==> src/rtl/flash_cui_pkg.sv <==
`timescale 1ns/1ps
package flash_cui_pkg;
  localparam logic [7:0] CMD_READ_ARRAY = 8'hFF;
  localparam logic [7:0] CMD_READ_CFG   = 8'h90;
  localparam logic [7:0] CMD_READ_QUERY = 8'h98;
  localparam logic [7:0] CMD_READ_STAT  = 8'h70;
  localparam logic [7:0] CMD_PGM_SETUP  = 8'h40;
  localparam logic [7:0] CMD_ERS_SETUP  = 8'h20;
  localparam logic [7:0] CMD_CONFIRM    = 8'hD0;
  localparam logic [7:0] CMD_SUSPEND    = 8'hB0;
  localparam logic [7:0] CMD_CLR_STAT   = 8'h50;

  localparam logic KIND_PROGRAM = 1'b0;
  localparam logic KIND_ERASE   = 1'b1;

  typedef enum logic [1:0] {
    RD_ARRAY  = 2'd0,
    RD_CONFIG = 2'd1,
    RD_STATUS = 2'd2,
    RD_QUERY  = 2'd3
  } rd_mode_e;

  typedef enum logic [1:0] {
    ST_IDLE = 2'd0,
    ST_RUN  = 2'd1,
    ST_SUSP = 2'd2,
    ST_NEST = 2'd3
  } op_st_e;

  typedef enum logic [1:0] {
    P_NONE = 2'd0,
    P_PGM  = 2'd1,
    P_ERS  = 2'd2
  } pend_e;
endpackage

==> src/rtl/cui_bus_capture.sv <==
`timescale 1ns/1ps
module cui_bus_capture #(
  parameter int AW = 20,
  parameter int DW = 16
) (
  input  logic          clk,
  input  logic          rst_n,
  input  logic          ce_n,
  input  logic          we_n,
  input  logic          oe_n,
  input  logic [AW-1:0] addr,
  input  logic [DW-1:0] wdata,
  output logic          wr_stb,
  output logic [AW-1:0] wr_addr,
  output logic [DW-1:0] wr_data
);
  logic          live;
  logic          live_q;
  logic [AW-1:0] addr_q;
  logic [DW-1:0] data_q;

  assign live = !ce_n && !we_n && oe_n;

  always_ff @(posedge clk) begin
    if (!rst_n) begin
      live_q <= 1'b0;
      addr_q <= '0;
      data_q <= '0;
    end else begin
      live_q <= live;
      if (live) begin
        addr_q <= addr;
        data_q <= wdata;
      end
    end
  end

  // the first enable edge to rise ends the cycle
  assign wr_stb  = live_q && (ce_n || we_n);
  assign wr_addr = addr_q;
  assign wr_data = data_q;

  // a strobe only follows a cycle that was live on the pins
  p_commit_after_cycle_r2: assert property (@(posedge clk) disable iff (!rst_n)
    wr_stb |-> $past(!ce_n && !we_n && oe_n));

  // one cycle yields one strobe
  p_single_strobe_r2: assert property (@(posedge clk) disable iff (!rst_n)
    wr_stb |=> !wr_stb);
endmodule

==> src/rtl/cui_cmd_fsm.sv <==
`timescale 1ns/1ps
module cui_cmd_fsm
  import flash_cui_pkg::*;
#(
  parameter int AW = 20,
  parameter int DW = 16
) (
  input  logic          clk,
  input  logic          rst_n,
  input  logic          wr_stb,
  input  logic [AW-1:0] wr_addr,
  input  logic [DW-1:0] wr_data,
  input  logic          op_ready,
  input  logic          eng_done,
  output logic          op_valid,
  output logic          op_kind,
  output logic [AW-1:0] op_addr,
  output logic [DW-1:0] op_data,
  output logic          op_suspend,
  output logic          mode_we,
  output rd_mode_e      mode_val,
  output logic          set_err,
  output logic          clr_err,
  output logic          ready,
  output logic          erase_held,
  output logic          prog_held
);
  op_st_e        st_q, st_d, st_eff;
  pend_e         pend_q, pend_d;
  logic          se_q, se_d;
  logic          start;
  logic          start_kind;
  logic          valid_q;
  logic          kind_q;
  logic [AW-1:0] addr_q;
  logic [DW-1:0] data_q;
  logic [7:0]    cmd;

  assign cmd = wr_data[7:0];

  always_comb begin
    st_eff = st_q;
    if (eng_done) begin
      if (st_q == ST_RUN)       st_eff = ST_IDLE;
      else if (st_q == ST_NEST) st_eff = ST_SUSP;
    end
    st_d       = st_eff;
    pend_d     = pend_q;
    se_d       = se_q;
    start      = 1'b0;
    start_kind = KIND_PROGRAM;
    mode_we    = 1'b0;
    mode_val   = RD_STATUS;
    set_err    = 1'b0;
    clr_err    = 1'b0;
    if (wr_stb) begin
      if (pend_q != P_NONE) begin
        pend_d  = P_NONE;
        mode_we = 1'b1;
        if (pend_q == P_PGM) begin
          start = 1'b1;
          st_d  = (st_eff == ST_SUSP) ? ST_NEST : ST_RUN;
        end else if (cmd == CMD_CONFIRM) begin
          start      = 1'b1;
          start_kind = KIND_ERASE;
          st_d       = ST_RUN;
        end else begin
          set_err = 1'b1;
        end
      end else begin
        case (st_eff)
          ST_IDLE, ST_SUSP: begin
            case (cmd)
              CMD_READ_ARRAY: begin mode_we = 1'b1; mode_val = RD_ARRAY;  end
              CMD_READ_CFG:   begin mode_we = 1'b1; mode_val = RD_CONFIG; end
              CMD_READ_QUERY: begin mode_we = 1'b1; mode_val = RD_QUERY;  end
              CMD_READ_STAT:  mode_we = 1'b1;
              CMD_PGM_SETUP: begin
                if (st_eff == ST_IDLE || se_q) begin
                  pend_d  = P_PGM;
                  mode_we = 1'b1;
                end
              end
              CMD_ERS_SETUP: begin
                if (st_eff == ST_IDLE) begin
                  pend_d  = P_ERS;
                  mode_we = 1'b1;
                end
              end
              CMD_CLR_STAT: begin
                if (st_eff == ST_IDLE) clr_err = 1'b1;
              end
              CMD_CONFIRM: begin
                if (st_eff == ST_SUSP) begin
                  st_d    = ST_RUN;
                  mode_we = 1'b1;
                end
              end
              default: ;
            endcase
          end
          ST_RUN: begin
            if (cmd == CMD_READ_STAT) begin
              mode_we = 1'b1;
            end else if (cmd == CMD_SUSPEND && !valid_q) begin
              st_d    = ST_SUSP;
              se_d    = (kind_q == KIND_ERASE);
              mode_we = 1'b1;
            end
          end
          ST_NEST: begin
            if (cmd == CMD_READ_STAT) mode_we = 1'b1;
          end
          default: ;
        endcase
      end
    end
  end

  always_ff @(posedge clk) begin
    if (!rst_n) begin
      st_q    <= ST_IDLE;
      pend_q  <= P_NONE;
      se_q    <= 1'b0;
      valid_q <= 1'b0;
      kind_q  <= KIND_PROGRAM;
      addr_q  <= '0;
      data_q  <= '0;
    end else begin
      st_q   <= st_d;
      pend_q <= pend_d;
      se_q   <= se_d;
      if (start) begin
        valid_q <= 1'b1;
        kind_q  <= start_kind;
        addr_q  <= wr_addr;
        data_q  <= wr_data;
      end else if (valid_q && op_ready) begin
        valid_q <= 1'b0;
      end
    end
  end

  assign op_valid   = valid_q;
  assign op_kind    = kind_q;
  assign op_addr    = addr_q;
  assign op_data    = data_q;
  assign op_suspend = (st_q == ST_SUSP) || (st_q == ST_NEST);
  assign ready      = (st_q == ST_IDLE) || (st_q == ST_SUSP);
  assign erase_held = se_q && ((st_q == ST_SUSP) || (st_q == ST_NEST));
  assign prog_held  = !se_q && (st_q == ST_SUSP);

  // the request holds steady under back-pressure
  p_hold_request_r6: assert property (@(posedge clk) disable iff (!rst_n)
    op_valid && !op_ready |=> op_valid && $stable(op_addr) && $stable(op_data)
                              && $stable(op_kind));

  // a request only rises on the second write of an armed sequence
  p_start_needs_setup_r10: assert property (@(posedge clk) disable iff (!rst_n)
    $rose(op_valid) |-> $past(pend_q != P_NONE && wr_stb));

  // while running, other commands leave the sequencer untouched
  p_busy_ignores_r8: assert property (@(posedge clk) disable iff (!rst_n)
    wr_stb && st_q == ST_RUN && !eng_done && cmd != CMD_READ_STAT
      && cmd != CMD_SUSPEND |=> st_q == ST_RUN && pend_q == P_NONE);

  // suspend is only entered from a running operation
  p_suspend_from_run_r9: assert property (@(posedge clk) disable iff (!rst_n)
    $rose(op_suspend) |-> $past(st_q == ST_RUN));
endmodule

==> src/rtl/cui_mode_status.sv <==
`timescale 1ns/1ps
module cui_mode_status
  import flash_cui_pkg::*;
(
  input  logic       clk,
  input  logic       rst_n,
  input  logic       mode_we,
  input  rd_mode_e   mode_val,
  input  logic       set_err,
  input  logic       clr_err,
  input  logic       ready,
  input  logic       erase_held,
  input  logic       prog_held,
  output logic [1:0] rd_sel,
  output logic [7:0] status
);
  rd_mode_e mode_q;
  logic     err_q;

  always_ff @(posedge clk) begin
    if (!rst_n) begin
      mode_q <= RD_ARRAY;
      err_q  <= 1'b0;
    end else begin
      if (mode_we) mode_q <= mode_val;
      if (set_err)      err_q <= 1'b1;
      else if (clr_err) err_q <= 1'b0;
    end
  end

  assign rd_sel = mode_q;
  assign status = {ready, erase_held, err_q, 2'b00, prog_held, 2'b00};

  // a bad confirm leaves the error flagged and reads on status
  p_seq_error_r5: assert property (@(posedge clk) disable iff (!rst_n)
    set_err |=> status[5] && rd_sel == RD_STATUS);

  // clear status removes the error flag
  p_clear_error_r5: assert property (@(posedge clk) disable iff (!rst_n)
    clr_err && !set_err |=> !status[5]);
endmodule

==> src/rtl/flash_cmd_decoder.sv <==
`timescale 1ns/1ps
module flash_cmd_decoder
  import flash_cui_pkg::*;
#(
  parameter int AW = 20,
  parameter int DW = 16
) (
  input  logic          clk,
  input  logic          rst_n,
  input  logic          ce_n,
  input  logic          we_n,
  input  logic          oe_n,
  input  logic [AW-1:0] addr,
  input  logic [DW-1:0] wdata,
  output logic [1:0]    rd_sel,
  output logic [7:0]    status,
  output logic          op_valid,
  input  logic          op_ready,
  output logic          op_kind,
  output logic [AW-1:0] op_addr,
  output logic [DW-1:0] op_data,
  output logic          op_suspend,
  input  logic          eng_done
);
  logic          wr_stb;
  logic [AW-1:0] wr_addr;
  logic [DW-1:0] wr_data;
  logic          mode_we;
  rd_mode_e      mode_val;
  logic          set_err;
  logic          clr_err;
  logic          ready;
  logic          erase_held;
  logic          prog_held;

  cui_bus_capture #(.AW(AW), .DW(DW)) u_capture (
    .clk     (clk),
    .rst_n   (rst_n),
    .ce_n    (ce_n),
    .we_n    (we_n),
    .oe_n    (oe_n),
    .addr    (addr),
    .wdata   (wdata),
    .wr_stb  (wr_stb),
    .wr_addr (wr_addr),
    .wr_data (wr_data)
  );

  cui_cmd_fsm #(.AW(AW), .DW(DW)) u_fsm (
    .clk        (clk),
    .rst_n      (rst_n),
    .wr_stb     (wr_stb),
    .wr_addr    (wr_addr),
    .wr_data    (wr_data),
    .op_ready   (op_ready),
    .eng_done   (eng_done),
    .op_valid   (op_valid),
    .op_kind    (op_kind),
    .op_addr    (op_addr),
    .op_data    (op_data),
    .op_suspend (op_suspend),
    .mode_we    (mode_we),
    .mode_val   (mode_val),
    .set_err    (set_err),
    .clr_err    (clr_err),
    .ready      (ready),
    .erase_held (erase_held),
    .prog_held  (prog_held)
  );

  cui_mode_status u_status (
    .clk        (clk),
    .rst_n      (rst_n),
    .mode_we    (mode_we),
    .mode_val   (mode_val),
    .set_err    (set_err),
    .clr_err    (clr_err),
    .ready      (ready),
    .erase_held (erase_held),
    .prog_held  (prog_held),
    .rd_sel     (rd_sel),
    .status     (status)
  );

  // the status byte reads busy whenever a request is outstanding
  p_busy_when_requesting_r7: assert property (@(posedge clk) disable iff (!rst_n)
    op_valid |-> !status[7]);
endmodule

==> config.mk <==
export PLATFORM = sky130hd
export DESIGN_NAME = flash_cmd_decoder
export DESIGN_NICKNAME = d
export VERILOG_FILES = /design/src/rtl/flash_cui_pkg.sv /design/src/rtl/cui_bus_capture.sv /design/src/rtl/cui_cmd_fsm.sv /design/src/rtl/cui_mode_status.sv /design/src/rtl/flash_cmd_decoder.sv
export SDC_FILE = /design/constraint.sdc
export NUM_CORES = 1
export LEC_CHECK = 0
export BUFFER_PORTS_ARGS = -buffer_cell sky130_fd_sc_hd__buf_4
export CORE_UTILIZATION = 40
export DETAILED_ROUTE_END_ITERATION = 12
export GPL_TIMING_DRIVEN = 0
export PLACE_DENSITY_LB_ADDON = 0.3
export REMOVE_ABC_BUFFERS = 1
export SYNTH_ARGS = -nofsm -noshare
export SYNTH_HDL_FRONTEND = slang
export SYNTH_SLANG_ARGS = --single-unit
==> constraint.sdc <==
create_clock -name clk -period 2.5 [get_ports clk]
set_input_delay 0.25 -clock clk [delete_from_list [all_inputs] [get_ports clk]]
set_output_delay 0.25 -clock clk [all_outputs]
set_load 0.05 [all_outputs]
# Word level (Yosys, flattened, before mapping)
# Index checks and enable logic that the tools add are counted.
[word_totals] regBits=83 word_cells=109
[classes] n_eq_ne=18 mux=51 bitwise=2 reduce_logical=26
[op_table] op="$eq A8 B8 Y1 const B" count=5
[op_table] op="$mux W2" count=19
[op_table] op="$mux W1" count=27
[op_table] op="$eq A8 B7 Y1 const B" count=3
[op_table] op="$reduce_and A5 Y1" count=2
[op_table] op="$eq A2 B2 Y1 const B" count=4
[op_table] op="$eq A8 B6 Y1 const B" count=1
[op_table] op="$pmux W2 S2" count=2
[op_table] op="$reduce_bool A2 Y1" count=4
[op_table] op="$logic_and A1 B1 Y1" count=7
[op_table] op="$eq A2 B1 Y1 const B" count=3
[op_table] op="$ne A3 B1 Y1 const B" count=2
[op_table] op="$pmux W2 S3" count=1
[op_table] op="$logic_not A1 Y1" count=4
[op_table] op="$logic_not A2 Y1" count=2
[op_table] op="$logic_or A1 B1 Y1" count=4
[op_table] op="$pmux W1 S4" count=1
[op_table] op="$reduce_or A4 Y1" count=1
[op_table] op="$pmux W1 S3" count=1
[op_table] op="$reduce_bool A3 Y1" count=1
[op_table] op="$not A1 Y1" count=2
[op_table] op="$reduce_or A2 Y1" count=1

# Logic depth before layout (Yosys ltp)
[depth] ltp_word=12 ltp_mapped=9 ltp_nobuf=6

# Cells and area by module
# A second synthesis with hierarchy kept.
[unflattened] cells_unflattened=376 area_unflattened_um2=3636.0
[by_module_without_submodules] module="cui_cmd_fsm" n_inst=1 cells_each=198 area_each_um2=1956.9
[by_module_without_submodules] module="cui_bus_capture" n_inst=1 cells_each=160 area_each_um2=1508.9
[by_module_without_submodules] module="cui_mode_status" n_inst=1 cells_each=18 area_each_um2=170.2

# Worst setup path before layout
# Ideal clock, no wire load.
[synth_timing] kind="flip-flop to flip-flop" start="reg u_capture.data_q[0] (netlist: u_capture.wr_data[0])" end="reg u_fsm.addr_q[10] (netlist: u_fsm.op_addr[10])" setup_time_ps=123 t_arrival_ps=1734 path_slack_ps=644 stages_incl_launch_ff=9 path_buffers=2 synth_period_minus_slack_ps=1856 path_cell_list="dfxtp_1 > or4_4 > nor2_2 > a21oi_1 > nand2b_1 > buf_6 > buf_4 > nand2_1 > a21boi_0"
[synth_between] elab_chain_cells=5
[synth_rtl] item="start: declaration" line="cui_bus_capture.sv:20" rtl="logic [DW-1:0] data_q;"
[synth_rtl] item="start signal: assignment" line="cui_bus_capture.sv:33" rtl="data_q <= wdata;"
[synth_rtl] item="$eq A8 B8 Y1" line="cui_cmd_fsm.sv:63" rtl="end else if (cmd == CMD_CONFIRM) begin"
[synth_rtl] item="$mux W1" line="cui_cmd_fsm.sv:63"
[synth_rtl] item="$mux W1" line="cui_cmd_fsm.sv:60" rtl="if (pend_q == P_PGM) begin"
[synth_rtl] item="$mux W1" line="cui_cmd_fsm.sv:57" rtl="if (pend_q != P_NONE) begin"
[synth_rtl] item="$mux W1" line="cui_cmd_fsm.sv:56" rtl="if (wr_stb) begin"
[synth_rtl] item="end signal: assignment" line="cui_cmd_fsm.sv:136" rtl="addr_q <= wr_addr;"
[synth_rtl] item="end: declaration" line="cui_cmd_fsm.sv:35" rtl="logic [AW-1:0] addr_q;"
# No other way between the ends.
# A chain may end at the register's enable or synchronous reset.

# Final worst setup path
[layout_timing] start="reg u_capture.data_q[0] (netlist: u_capture.wr_data[0])" end="reg u_fsm.data_q[10] (netlist: u_fsm.op_data[10])"
[layout_between] elab_chain_cells=5
[layout_rtl] item="$eq A8 B8 Y1" line="cui_cmd_fsm.sv:63"
[layout_rtl] item="$mux W1" line="cui_cmd_fsm.sv:63"
[layout_rtl] item="$mux W1" line="cui_cmd_fsm.sv:60"
[layout_rtl] item="$mux W1" line="cui_cmd_fsm.sv:57"
[layout_rtl] item="$mux W1" line="cui_cmd_fsm.sv:56"
[layout_rtl] item="end signal: assignment" line="cui_cmd_fsm.sv:137" rtl="data_q <= wr_data;"
[layout_rtl] item="end: declaration" line="cui_cmd_fsm.sv:36" rtl="logic [DW-1:0] data_q;"
# No other way between the ends.

==> results.yml <==
yosys:
  synth_edf_count: 0
  synth-seq-area-share: 0.474
  synth_flop_cell: "dfxtp_1"
  synthArstFlopShare: 0
  syn_area_per_cell_sq_um: 8.27
  yosysUniqueCellTypes: 41
  syn_area_sq_um: 3510
  yosysWarnings: 0
  ys_ff_latch: 83
  syn_inst: 424
cts:
  root_buffer: "clkbuf_8"
  cts_hold_buf: 0
  clk_latency_ns: 0.35
  cts_sinks: 83
  cts_tree: "yes"
  cts_max_path_buffers: 2
  cts_buffers: 9
  path_clk_slew_ns: 0.09
  htreeDepth: 3
  postCtsSetupBuffers: 0
critical_path:
  cp_cell_sequence: "or4_4, nor2_2, a21oi_1, nor2_4, nand2_1, a21boi_0"
  crit_arrival_ns: 2.50
  r2r-start: "u_capture.wr_data[0]$_SDFFE_PN0P_"
  cp.required_ns: 2.76
  end_kind: "flip-flop"
  cpPeakStageDelay_ns: 0.59
  critPathSlowestCell: "or4_4"
  path_max_fanout: 18
  cp-start-kind: "flip-flop"
  cp-startpoint: "u_capture.wr_data[0]$_SDFFE_PN0P_"
  path_class: "flip-flop to flip-flop"
cells_and_area:
  drive_gt1_frac: 0.227
  antennaDiodeCount: 0
  fin_nets: 532
  fin_util: 0.513
  area_growth_pct: 22.1
floorplan:
  die_x_microns: 95.6
  die_h_microns: 95.6
  dieArea_sq_um: 9140
  start_util: 0.420
  io_pins: 92
  coreArea_sq_um: 8340
  num_rows: 33
timing:
  drv_slew: 0
  rsz0062_at_grt: "no"
  skew_ns: 0.0131
  slew_headroom: 0.116
  setup_viol: 0
  hold_viol_final: 0
  max_freq_mhz: 446
  tightest_slew_ns: 1.32
  period_share: 0.897
  timing.final.crit_period_ns: 2.24
detailed_routing:
  viasPerCell: 4.94
  vias: 2962
  ant_nets: 0
  drtIter0Drc: 78
  dr.pass1.iters: 4
  wl_microns: 7870
  routedWlPerCell_microns: 13.1
  drc_errors: 0
pwr:
  worst_ir_drop_vdd_mv: 0.318
  powerDensity_nw_per_um2: 556
  p_total_uw: 2380
  p_leak_uw: 0.00158
worst_hold_path:
  min-delay-start: "oe_n"
  hold_path_class: "input pin to flip-flop"
place:
  port-buffer-count: 87
  dp_hpwl_microns: 4900
  gp_congestion: 0.823
run_status:
  status: "complete, no violations"
job:
  cap_violations: 0
global_routing:
  overflow: 0
  antenna_found_initial: 0
  grt_start_max_net_pins: 86
  grt_usage: 0.184
  grt_pass1_vias: 2818
  grt_pass1_wl_microns: 12900
-- stage by stage --
| stage | cells | cell area [sq um] | setup slack [ns] | hold WS, ns | setup TNS, ns |
|---|---|---|---|---|---|
| floorplan | 390 | 3300 | 0.369 | 0.378 | 0 |
| global placement | 582 | 4090 | -0.243 | 0.435 | -8.68 |
| detailed placement | 582 | 4090 | 0.0524 | 0.446 | 0 |
| CTS | 598 | 4260 | 0.0151 | 0.131 | 0 |
| global route | 599 | 4280 | 0.0578 | 0.128 | 0 |
| finish | 599 | 4280 | 0.257 | 0.147 | 0 |
-- worst max-delay path, delay by kind of cell (launching register included) --
family,cells,cell delay [ns]
AOI/OAI and AO/OA,2,0.41
and+or+nand+nor,4,1.37
DFF,1,0.37
-- placed cells by master (no fill, tap or decap), types with 2 or more instances in the layout --
master | netlist | final
a21boi_0 | 72 | 72
a21boi_1 | 5 | 5
a21oi_1 | 5 | 5
buf_4 | 10 | 87
clkbuf_8 | 0 | 9
clkinvlp_4 | 0 | 3
conb_1 | 1 | 4
dfxtp_1 | 83 | 83
inv_1 | 2 | 2
inv_6 | 0 | 2
mux2i_1 | 2 | 2
nand2_1 | 153 | 153
nand2b_1 | 5 | 4
nand3_1 | 3 | 3
nand3b_1 | 2 | 2
nand4_1 | 3 | 3
nor2_1 | 8 | 8
nor2_4 | 1 | 2
nor2b_1 | 4 | 4
nor3_1 | 2 | 2
nor4_1 | 2 | 2
o21ai_0 | 8 | 7
o21bai_1 | 2 | 2
o31ai_1 | 4 | 4
o41ai_1 | 2 | 2
or3_1 | 2 | 2
-- worst paths after layout --
kind                            cells past startpoint                              end  slack [ns]
worst max register to register                      6   u_fsm.op_data[10]$_SDFFE_PN0P_        0.26
worst min-delay path                                2      u_capture.live_q$_SDFF_PN0_        0.15
worst min register to register                      2  u_status.rd_sel[1]$_SDFFE_PN0P_        0.45
worst max-delay path                                6   u_fsm.op_data[10]$_SDFFE_PN0P_        0.26
-- kinds of logic (layout without fill, tap and decap cells) --
logic type	Yosys count	in the layout	share of synthesized area
mux	2	2	0.00571
buf+inv	40	106	0.0650
flops	83	83	0.474
simple gates	197	198	0.247
other cells	1	4	0.00107
compound gates	101	101	0.207
-- power breakdown --
group	internal (uW)	total (uW)	leakage (uW)	switching [uW]
Clock	370	872	0.0000795	502
Combinational	77.1	154	0.000829	77.2
Sequential	1340	1350	0.000671	14.2
Total	1790	2380	0.00158	594
-- area by class of cell --
type,instances,area (sq um)
Timing Repair Buffer,87,653
Multi-Input combinational cell,305,1650
Tap cell,105,131
Fill cell,826,4060
Sequential cell,83,1660
Inverter,3,11.3
Clock inverter,6,48.8
Clock buffer,10,128
-- state kept, by name, summed over array words and instances, names as in the netlist --
signal,cells
u_capture.wr_addr,20
u_fsm.op_addr,20
u_capture.wr_data,16
u_fsm.op_data,16
u_fsm.pend_q,2
u_fsm.st_q,2
u_status.rd_sel,2
u_capture.live_q,1
u_fsm.op_kind,1
u_fsm.op_valid,1
u_fsm.se_q,1
u_status.err_q,1
-- cell usage after synthesis (3+ instances only) --
cell,count,area share
nand2_1,153,0.16
dfxtp_1,83,0.47
a21boi_0,72,0.15
clkbuf_1,20,0.021
buf_4,10,0.021
nor2_1,8,0.0086
o21ai_0,8,0.011
a21boi_1,5,0.011
a21oi_1,5,0.0071
buf_6,5,0.016
nand2b_1,5,0.0089
nor2b_1,4,0.0071
o31ai_1,4,0.0086
nand3_1,3,0.0043
nand4_1,3,0.0054
-- metal layers --
| metal | wire, microns | up-vias | share of wire | track usage |
|---|---|---|---|---|
| li1 | - | 1523 | - | - |
| met4 | 34 | 0 | 0.0043 | 0.0821 |
| met2 | 3710 | 91 | 0.47 | 0.305 |
| met5 | 0 | - | 0 | 0 |
| met3 | 572 | 2 | 0.073 | 0.0574 |
| met1 | 3550 | 1346 | 0.45 | 0.219 |
-- timing repair --
| action | 4_1_cts | 5_1_grt |
|---|---|---|
| hold endpoints to repair | 0 | 0 |
| gates resized for setup | 0 | 2 |
| endpoints found under the setup margin | 0 | 36 |
Note: power is estimated with default switching activity, not from simulation.
